$ cat src/rtl/cmpcap_pkg.sv
// Package: shared register addresses, status bit positions, event indices
// and interrupt source codes for the compare/capture timer.
package cmpcap_pkg;

    localparam int DATA_W  = 8;
    localparam int ADDR_W  = 3;
    localparam int NUM_EVT = 3;

    // register addresses
    localparam logic [ADDR_W-1:0] A_STAT   = 3'd0;
    localparam logic [ADDR_W-1:0] A_CNT_HI = 3'd1;
    localparam logic [ADDR_W-1:0] A_CNT_LO = 3'd2;
    localparam logic [ADDR_W-1:0] A_CMP_HI = 3'd3;
    localparam logic [ADDR_W-1:0] A_CMP_LO = 3'd4;
    localparam logic [ADDR_W-1:0] A_CAP_HI = 3'd5;
    localparam logic [ADDR_W-1:0] A_CAP_LO = 3'd6;

    // event indices into flag/enable vectors
    localparam int EV_OVF = 0;
    localparam int EV_CMP = 1;
    localparam int EV_CAP = 2;

    // status register bit positions: flags live at FLAG_LSB+event,
    // enables at EN_LSB+event
    localparam int FLAG_LSB = 5;
    localparam int EN_LSB   = 2;
    localparam int EDGE_BIT = 1;

    typedef enum logic [1:0] {
        SRC_NONE = 2'd0,
        SRC_CAPT = 2'd1,
        SRC_CMP  = 2'd2,
        SRC_OVF  = 2'd3
    } irq_src_e;

endpackage

$ cat src/rtl/cmpcap_counter.sv
// Free-running counter with wrap and compare-match detection.
// Assumes cmp_val is stable in the cycle it is compared. Both hit pulses
// are combinational and refer to the edge at which the counter steps.
module cmpcap_counter #(
    parameter int CNT_W = 16
) (
    input  logic             clk,
    input  logic             rst_n,
    input  logic             tick,
    input  logic [CNT_W-1:0] cmp_val,
    output logic [CNT_W-1:0] cnt,
    output logic             ovf_hit,
    output logic             cmp_hit
);
    localparam logic [CNT_W-1:0] ONE = CNT_W'(1);

    logic [CNT_W-1:0] cnt_nxt;

    // next count value when a tick arrives
    assign cnt_nxt = cnt + ONE;

    // event pulses for the flag unit
    assign ovf_hit = tick && (cnt == '1);
    assign cmp_hit = tick && (cnt_nxt == cmp_val);

    // counter register, advanced by the tick
    always_ff @(posedge clk) begin
        if (!rst_n)
            cnt <= '0;
        else if (tick)
            cnt <= cnt_nxt;
    end

    AST_CNT_HOLD: assert property (@(posedge clk) disable iff (!rst_n)
        !tick |=> cnt == $past(cnt));
    AST_CNT_STEP: assert property (@(posedge clk) disable iff (!rst_n)
        tick |=> cnt == $past(cnt) + ONE);
    AST_WRAP_ZERO: assert property (@(posedge clk) disable iff (!rst_n)
        ovf_hit |=> cnt == '0);
    AST_CMP_LANDS: assert property (@(posedge clk) disable iff (!rst_n)
        cmp_hit |=> cnt == $past(cmp_val));

endmodule

$ cat src/rtl/cmpcap_capture.sv
// Edge-selectable capture: registers the pin level, detects a change to
// the level chosen by edge_sel, and snapshots the counter on that cycle.
// Assumes pin is already synchronous to clk.
module cmpcap_capture #(
    parameter int CNT_W = 16
) (
    input  logic             clk,
    input  logic             rst_n,
    input  logic             pin,
    input  logic             edge_sel,
    input  logic [CNT_W-1:0] cnt,
    output logic [CNT_W-1:0] cap_val,
    output logic             cap_hit
);
    logic pin_q;

    // active edge: level changed and landed on the selected level
    assign cap_hit = (pin != pin_q) && (pin == edge_sel);

    // previous pin level
    always_ff @(posedge clk) begin
        if (!rst_n)
            pin_q <= 1'b0;
        else
            pin_q <= pin;
    end

    // capture holding register
    always_ff @(posedge clk) begin
        if (!rst_n)
            cap_val <= '0;
        else if (cap_hit)
            cap_val <= cnt;
    end

    AST_CAP_HOLD: assert property (@(posedge clk) disable iff (!rst_n)
        !cap_hit |=> $stable(cap_val));
    AST_CAP_LOAD: assert property (@(posedge clk) disable iff (!rst_n)
        cap_hit |=> cap_val == $past(cnt));

endmodule

$ cat src/rtl/cmpcap_flags.sv
// Sticky event flags with the two-step clear handshake and the
// prioritised interrupt request. Assumes stat_rd, stat_wr and data_acc
// are single-cycle strobes from the bus decoder, never two at once.
module cmpcap_flags
    import cmpcap_pkg::*;
(
    input  logic               clk,
    input  logic               rst_n,
    input  logic [NUM_EVT-1:0] evt_hit,
    input  logic [NUM_EVT-1:0] data_acc,
    input  logic               stat_rd,
    input  logic               stat_wr,
    input  logic [NUM_EVT-1:0] wr_mask,
    input  logic [NUM_EVT-1:0] en,
    output logic [NUM_EVT-1:0] flag,
    output logic               irq,
    output logic [1:0]         irq_src
);
    logic [NUM_EVT-1:0] armed;
    logic [NUM_EVT-1:0] pend;

    for (genvar g = 0; g < NUM_EVT; g++) begin : g_evt
        logic do_clr;

        // an armed flag clears on its matching data access
        assign do_clr = data_acc[g] && armed[g];

        // flag: a new event wins over a clear in the same cycle
        always_ff @(posedge clk) begin
            if (!rst_n)
                flag[g] <= 1'b0;
            else if (evt_hit[g])
                flag[g] <= 1'b1;
            else if (do_clr)
                flag[g] <= 1'b0;
        end

        // arming state: set by a status read of a set flag
        always_ff @(posedge clk) begin
            if (!rst_n)
                armed[g] <= 1'b0;
            else if (stat_wr)
                armed[g] <= armed[g] & wr_mask[g];
            else if (stat_rd)
                armed[g] <= armed[g] | flag[g];
            else if (do_clr)
                armed[g] <= 1'b0;
        end

        AST_CLR_NEEDS_ARM: assert property (@(posedge clk) disable iff (!rst_n)
            $fell(flag[g]) |-> $past(armed[g] && data_acc[g]));
        AST_SET_NEEDS_EVT: assert property (@(posedge clk) disable iff (!rst_n)
            $rose(flag[g]) |-> $past(evt_hit[g]));
        AST_ARM_ONLY_SET: assert property (@(posedge clk) disable iff (!rst_n)
            $rose(armed[g]) |-> $past(stat_rd && flag[g]));
        AST_WR_DISARM: assert property (@(posedge clk) disable iff (!rst_n)
            (stat_wr && !wr_mask[g]) |=> !armed[g]);
    end

    assign pend = flag & en;
    assign irq  = |pend;

    // priority encoder: capture over compare over overflow
    always_comb begin
        if (pend[EV_CAP])
            irq_src = SRC_CAPT;
        else if (pend[EV_CMP])
            irq_src = SRC_CMP;
        else if (pend[EV_OVF])
            irq_src = SRC_OVF;
        else
            irq_src = SRC_NONE;
    end

    AST_PRIO_CAPT: assert property (@(posedge clk) disable iff (!rst_n)
        (flag[EV_CAP] && en[EV_CAP]) |-> irq_src == SRC_CAPT);
    AST_IDLE_QUIET: assert property (@(posedge clk) disable iff (!rst_n)
        (irq_src == SRC_NONE) |-> !irq);

endmodule

$ cat src/rtl/cmpcap_timer.sv
// Top: register bus decode, control/compare registers, read mux, and the
// wiring of counter, capture and flag units. Assumes bus_rd and bus_wr
// are never high together; read data is combinational from bus_addr.
module cmpcap_timer
    import cmpcap_pkg::*;
(
    input  logic              clk,
    input  logic              rst_n,
    input  logic [ADDR_W-1:0] bus_addr,
    input  logic              bus_rd,
    input  logic              bus_wr,
    input  logic [DATA_W-1:0] bus_wdata,
    output logic [DATA_W-1:0] bus_rdata,
    input  logic              cnt_tick,
    input  logic              capt_pin,
    output logic              ovf_flag,
    output logic              cmp_flag,
    output logic              capt_flag,
    output logic              irq_req,
    output logic [1:0]        irq_src
);
    localparam int CNT_W = 2 * DATA_W;

    logic [CNT_W-1:0]   cnt;
    logic [CNT_W-1:0]   cmp_val;
    logic [CNT_W-1:0]   cap_val;
    logic [NUM_EVT-1:0] en;
    logic               edge_sel;
    logic [NUM_EVT-1:0] evt_hit;
    logic [NUM_EVT-1:0] data_acc;
    logic [NUM_EVT-1:0] flag;
    logic               ovf_hit, cmp_hit, cap_hit;
    logic               wr_cmp_hi, wr_cmp_lo;
    logic               stat_rd, stat_wr;

    // bus strobes decoded per register
    assign stat_rd   = bus_rd && (bus_addr == A_STAT);
    assign stat_wr   = bus_wr && (bus_addr == A_STAT);
    assign wr_cmp_hi = bus_wr && (bus_addr == A_CMP_HI) && (bus_wdata != cmp_val[CNT_W-1:DATA_W]);
    assign wr_cmp_lo = bus_wr && (bus_addr == A_CMP_LO) && (bus_wdata != cmp_val[DATA_W-1:0]);

    // data accesses that complete a clear handshake
    assign data_acc[EV_OVF] = bus_rd && (bus_addr == A_CNT_HI);
    assign data_acc[EV_CMP] = wr_cmp_hi || wr_cmp_lo;
    assign data_acc[EV_CAP] = bus_rd && (bus_addr == A_CAP_HI);

    assign evt_hit[EV_OVF] = ovf_hit;
    assign evt_hit[EV_CMP] = cmp_hit;
    assign evt_hit[EV_CAP] = cap_hit;

    // control bits: enables and edge select
    always_ff @(posedge clk) begin
        if (!rst_n) begin
            en       <= '0;
            edge_sel <= 1'b0;
        end else if (stat_wr) begin
            en       <= bus_wdata[EN_LSB +: NUM_EVT];
            edge_sel <= bus_wdata[EDGE_BIT];
        end
    end

    // compare register, changed only by a differing byte
    always_ff @(posedge clk) begin
        if (!rst_n)
            cmp_val <= '1;
        else if (wr_cmp_hi)
            cmp_val[CNT_W-1:DATA_W] <= bus_wdata;
        else if (wr_cmp_lo)
            cmp_val[DATA_W-1:0] <= bus_wdata;
    end

    // read data mux
    always_comb begin
        bus_rdata = '0;
        case (bus_addr)
            A_STAT: begin
                bus_rdata[FLAG_LSB +: NUM_EVT] = flag;
                bus_rdata[EN_LSB +: NUM_EVT]   = en;
                bus_rdata[EDGE_BIT]            = edge_sel;
            end
            A_CNT_HI: bus_rdata = cnt[CNT_W-1:DATA_W];
            A_CNT_LO: bus_rdata = cnt[DATA_W-1:0];
            A_CMP_HI: bus_rdata = cmp_val[CNT_W-1:DATA_W];
            A_CMP_LO: bus_rdata = cmp_val[DATA_W-1:0];
            A_CAP_HI: bus_rdata = cap_val[CNT_W-1:DATA_W];
            A_CAP_LO: bus_rdata = cap_val[DATA_W-1:0];
            default:  bus_rdata = '0;
        endcase
    end

    cmpcap_counter #(.CNT_W(CNT_W)) u_cnt (
        .clk     (clk),
        .rst_n   (rst_n),
        .tick    (cnt_tick),
        .cmp_val (cmp_val),
        .cnt     (cnt),
        .ovf_hit (ovf_hit),
        .cmp_hit (cmp_hit)
    );

    cmpcap_capture #(.CNT_W(CNT_W)) u_cap (
        .clk      (clk),
        .rst_n    (rst_n),
        .pin      (capt_pin),
        .edge_sel (edge_sel),
        .cnt      (cnt),
        .cap_val  (cap_val),
        .cap_hit  (cap_hit)
    );

    cmpcap_flags u_flg (
        .clk      (clk),
        .rst_n    (rst_n),
        .evt_hit  (evt_hit),
        .data_acc (data_acc),
        .stat_rd  (stat_rd),
        .stat_wr  (stat_wr),
        .wr_mask  (bus_wdata[FLAG_LSB +: NUM_EVT]),
        .en       (en),
        .flag     (flag),
        .irq      (irq_req),
        .irq_src  (irq_src)
    );

    assign ovf_flag  = flag[EV_OVF];
    assign cmp_flag  = flag[EV_CMP];
    assign capt_flag = flag[EV_CAP];

    AST_CMP_SAME_NOP: assert property (@(posedge clk) disable iff (!rst_n)
        (bus_wr && bus_addr == A_CMP_LO && bus_wdata == cmp_val[DATA_W-1:0])
        |=> $stable(cmp_val));
    AST_CTL_KEEP: assert property (@(posedge clk) disable iff (!rst_n)
        !stat_wr |=> $stable(en) && $stable(edge_sel));

endmodule

$ cat config.mk
export PLATFORM = sky130hd
export DESIGN_NAME = cmpcap_timer
export DESIGN_NICKNAME = d
export VERILOG_FILES = /design/src/rtl/cmpcap_pkg.sv /design/src/rtl/cmpcap_counter.sv /design/src/rtl/cmpcap_capture.sv /design/src/rtl/cmpcap_flags.sv /design/src/rtl/cmpcap_timer.sv
export SDC_FILE = /design/constraint.sdc
export NUM_CORES = 1
export LEC_CHECK = 0
export BUFFER_PORTS_ARGS = -buffer_cell sky130_fd_sc_hd__buf_2
export CORE_ASPECT_RATIO = 1.4
export CORE_MARGIN = 5
export CORE_UTILIZATION = 60
export DETAILED_ROUTE_END_ITERATION = 10
export GPL_ROUTABILITY_DRIVEN = 1
export GPL_TIMING_DRIVEN = 0
export HOLD_SLACK_MARGIN = 0.1
export MAX_ROUTING_LAYER = met4
export PLACE_DENSITY = 0.85
export SYNTH_ARGS = -nofsm -noshare
export SYNTH_HDL_FRONTEND = slang
export SYNTH_SLANG_ARGS = --single-unit
export TNS_END_PERCENT = 10
$ cat constraint.sdc
create_clock -name clk -period 2.7 [get_ports clk]
set_clock_uncertainty 0.2 [all_clocks]
set_input_delay 0.135 -clock clk [delete_from_list [all_inputs] [get_ports clk]]
set_output_delay 0.135 -clock clk [all_outputs]
set_load 0.05 [all_outputs]
Word-level counts from Yosys, hierarchy flattened
Index checks and enable logic that the tools add are counted.
- add/subtract/negate cells: 1
- eq/ne operators: 12
- mux-type cells: 17
- bitwise logic cells: 8
- reductions and logical operators: 24
- operators by type and width (cell ; count):
    case mux 7 bit (7 select lines) ; 1
    adder 16 x 1 -> 16 bit (second input constant) ; 1
    == test 16 bit ; 1
    == test 16 bit (second input constant) ; 1
    inequality test 8 bit ; 2
    logical AND 1 bit ; 14
    two-way mux 1 bit ; 12
    == test 3 bit (second input constant) ; 3
    nonzero test 3 bit ; 3
    == test 3 x 2 -> 1 bit (second input constant) ; 2
    two-way mux 2 bit ; 3
    case mux 1 bit (6 select lines) ; 1
    nonzero test 2 bit ; 3
    bitwise AND 1 bit ; 3
    bitwise AND 3 bit ; 1
    == test 3 x 1 -> 1 bit (second input constant) ; 1
    zero test 3 bit ; 1
    bitwise OR 1 bit ; 3
    OR reduction 3 bit ; 1
    AND reduction 2 bit ; 1
    == test 1 bit ; 1
    logical OR 1 bit ; 1
    inequality test 1 bit ; 1
    NOT 1 bit ; 1
- bits in registers: 59
- input port bits: 17
- logic and storage cells: 75

Logic depth before layout (Yosys ltp)
- depth in word-level cells: 8
- gate-level depth with buffers: 8
- gate-level depth less buffers: 7

By module
From an unflattened synthesis, not the netlist that was laid out.
- cell total of the unflattened synthesis: 424
- area total of the unflattened synthesis: 3736.1 µm²
- by module, submodules not included (module ; times used ; cells an instance ; area each (µm²) ; seq. area each (µm²)):
    cmpcap_timer ; 1 ; 169 ; 1574.0 ; 400.4
    cmpcap_counter ; 1 ; 144 ; 1181.1 ; 320.3
    cmpcap_capture ; 1 ; 75 ; 694.4 ; 340.3
    cmpcap_flags ; 1 ; 36 ; 286.5 ; 120.1

Worst setup path before layout
Ideal clock, no wire load.
- kind: input-to-output
- start: in bus_addr[0]
- end: out bus_rdata[0]
- arrival time: 2.113 ns
- data required time: 2.365 ns
- setup slack: 0.252 ns
- stages: 5
- buffers on the path: 3
- cells stage by stage: clkbuf_1 buf_2 buf_2 mux2i_1 o31ai_1
- word-level cells in the longest chain between the ends: 2
- elaborated cells on any way between the ends: 7
- classes of those cells: eq/ne: 6; mux: 1
- ends and longest elaborated chain (item ; line ; text):
    start: declaration ; cmpcap_timer.sv:9 ; input logic [ADDR_W-1:0] bus_addr,
    == test 3 bit, or another cell as far along ; cmpcap_timer.sv:75 ; case (bus_addr)
    case mux 1 bit (6 select lines) * ; cmpcap_timer.sv:75 ;
    end: declaration ; cmpcap_timer.sv:13 ; output logic [DATA_W-1:0] bus_rdata,
Mark *: on every way between the ends. The rest lies on a longest branch, timed or not.

Final worst setup path
- start: in bus_addr[2]
- end: out bus_rdata[0]
The elaborated chain is that of the path after synthesis.

==> flow_summary.toml <==
[worst_setup_path]
r2r-end = "u_flg.flag[1]"
cp_cell_sequence = "dlygate4sd3_1, buf_2, clkinv_1, nor2_2, a22oi_1, o22a_1, o31ai_1, buf_2"
r2r_cells = 7
critPathCapture = "bus_rdata[0]"
path_buf_inv = 4
cp_max_fo = 10
reg2reg_setup_slack_ps = 240
crit_family = "buffers and inverters"
r2r_start = "u_cnt.cnt[1]"
max_stage_delay_ps = 550
worstSetupEndpointType = "primary output"
crit_path_start_kind = "primary input"
arrival_ps = 2280
cp.depth = 8
cp.required_ps = 2370
path_common_cell = "buf_2"
worst_path_max_delay_cell = "dlygate4sd3_1"
cp-startpoint = "bus_addr[2]"
critPathKind = "in2out"

[timing]
worst_slack_ps = 84.9
worst_pin_slew_ps = 620
fmax_mhz = 382
fin_crit_ps = 2620
holdWs_ps = 111
timing.setup.tns_ps = 0
min_period_over_period = 0.969
setup_violations = 0
slew_violations = 0
slew_headroom = 0.587
hold_violations = 0

[power]
ir_drop_uv = 545
power_frac_comb = 0.123
p_per_area_mw_per_mm2 = 503
p_switching_w = 0.000551
p_leak_nw = 1.65
p_sw_frac = 0.254
power.share.clock = 0.462
sequentialPowerShare = 0.415
p_int_w = 0.00162

[synthesis]
yosys-top-cells-count = "dfxtp_1 (59), nand2_1 (50), mux2i_1 (44)"
yosysMostFrequentCell = "dfxtp_1"
yosysTopAreaCellShare = 0.320
ys_seq_elements = 59
ys_types = 55
ys_warn_count = 0
avgSynthCellArea_um2 = 8.91
synth_ff_type = "dfxtp_1"
netlist_area_mm2 = 0.00369
synth_nets = 432
synth_edf_count = 0
synth_top_area_cell = "dfxtp_1"
synth-async-reset-ratio = 0
synth_area_leaders = "dfxtp_1 (32%), mux2i_1 (12%), xnor2_1 (8.1%)"
postSynthCellCount = 414
seq_area_frac_synth = 0.320

[worst_hold_path]
hp-class = "in2reg"

[clock_network]
clock_latency_ps = 350
cts_tree = "done"
cts_buffer_depth = 2
htree_num_levels = 3
cts_sinks = 59
postCtsSetupBuffers = 0
ctsRootBufferMaster = "clkbuf_8"
path_clk_slew_ps = 70
numCtsBuffers = 9

[grt]
grt-ovfl-total = 0
grt_pass1_vias = 3273
track_usage = 0.285
grt_max_degree = 11
grt_pass1_wl_um = 16700
grt_antenna_before_repair = 0

[placed_design]
pre_cts_slack_ps = 195
place_hpwl_um = 7720
place_congestion = 0.940
io_buffer_count = 27
post-place-cells = 511

[job]
maxCapViolCount = 0

[finish]
nets = 486
layout-drive-gt1-share = 0.165
area_growth_pct = 17.1
fin_util = 0.732
antenna_cells = 0
instances_no_fill = 543

[detailed_routing]
dr.first_iter.drc_count = 319
first_pass_iters = 5
drcViolationCount = 0
vias_per_cell = 6.19
vias = 3361
ant_nets = 0
wl_per_cell_um = 19.6
totalWireLength_um = 10700

[die]
io_pins = 31
placementRows = 33
initial_core_util = 0.624
die_h_um = 103
fp.dieArea_mm2 = 0.00784
coreArea_mm2 = 0.00590
fp.dieW_um = 76.3

[outcome]
status = "finished clean"
[tightest hold or removal path: stages]
cell and delay (ps):
buf_2 80, o21ai_0 60, nor2_1 180, o211a_1 180
[layout make-up]
type	count	area [µm²]
repair buffers	43	295
multi-input cells	319	2280
clock buffers	11	141
well taps	70	87.6
clock inverters	5	100
fillers	436	1590
flip-flops and latches	59	1180
inverters	7	26.3
plain buffers	29	209
[through the flow]
step | total power [W] | cell area [µm²]
finish | 0.00217 | 4320
global route | 0.00223 | 4320
CTS | 0.00217 | 4310
detailed placement | 0.00117 | 3910
global placement | 0.00116 | 3910
floorplan | 0.00109 | 3690
[worst min path at each step]
stage,from,endpoint,cells past startpoint
3_5_place_dp,capt_pin,u_cap.pin_q,2
3_3_place_gp,capt_pin,u_cap.pin_q,2
5_1_grt,bus_rd,u_flg.armed[1],4
2_1_floorplan,capt_pin,u_cap.pin_q,1
6_report,bus_rd,u_flg.armed[1],4
4_1_cts,bus_rd,u_flg.armed[1],4
[routing by layer]
metal | vias up | global-route usage | part of all wire | wire, µm
met2 | 150 | 0.478 | 0.50 | 5290
met1 | 1599 | 0.308 | 0.39 | 4130
met5 | - | - | 0 | 0
met4 | 0 | 0.191 | 0.059 | 633
met3 | 44 | 0.0542 | 0.057 | 608
li1 | 1568 | - | - | -
[placed cells by master (no fill, tap or decap), drive strengths merged, types with 12 or more instances in the layout]
master       netlist  layout
xor2              16      16
clkbuf            22      33
xnor2             34      34
nand2             50      50
nand4             12      12
nor2              18      18
o21ai             15      15
mux2i             44      44
nor2b             23      23
dlygate4sd3        0      16
dfxtp             59      59
and2              13      13
nand3             19      19
buf                7      34
[power by group through the flow]
stage          sequential [W]  combinational (W)  clock, W
2_1_floorplan        0.000916           0.000176         0
3_3_place_gp         0.000920           0.000243         0
3_5_place_dp         0.000921           0.000247         0
4_1_cts              0.000901           0.000263   0.00101
5_1_grt              0.000902           0.000282   0.00105
6_report             0.000902           0.000268   0.00100
[cells by family (layout without fill, tap and decap cells)]
| family | count (synthesis) | after routing | synth area share |
|---|---|---|---|
| adder cells (fa/ha/maj) | 1 | 1 | 0.00339 |
| XOR/XNOR | 50 | 50 | 0.119 |
| flip-flops | 59 | 59 | 0.320 |
| AND/OR/NAND/NOR | 158 | 158 | 0.233 |
| buffers and inverters | 36 | 95 | 0.0638 |
| multiplexers | 47 | 47 | 0.135 |
| AO/OA/AOI/OAI | 63 | 63 | 0.126 |
[registers in the layout, summed over array words and instances, names as in the netlist]
register       count
u_flg.flag         3
cmp_val           16
u_cap.cap_val     16
edge_sel           1
u_cnt.cnt         16
u_cap.pin_q        1
en                 3
u_flg.armed        3
[timing repair]
action,CTS,global route
hold buffers,16,0
endpoints found under the hold margin,34,0
gates resized for setup,0,2
setup endpoints to repair,0,2
Power figures use the tool's default switching activity.
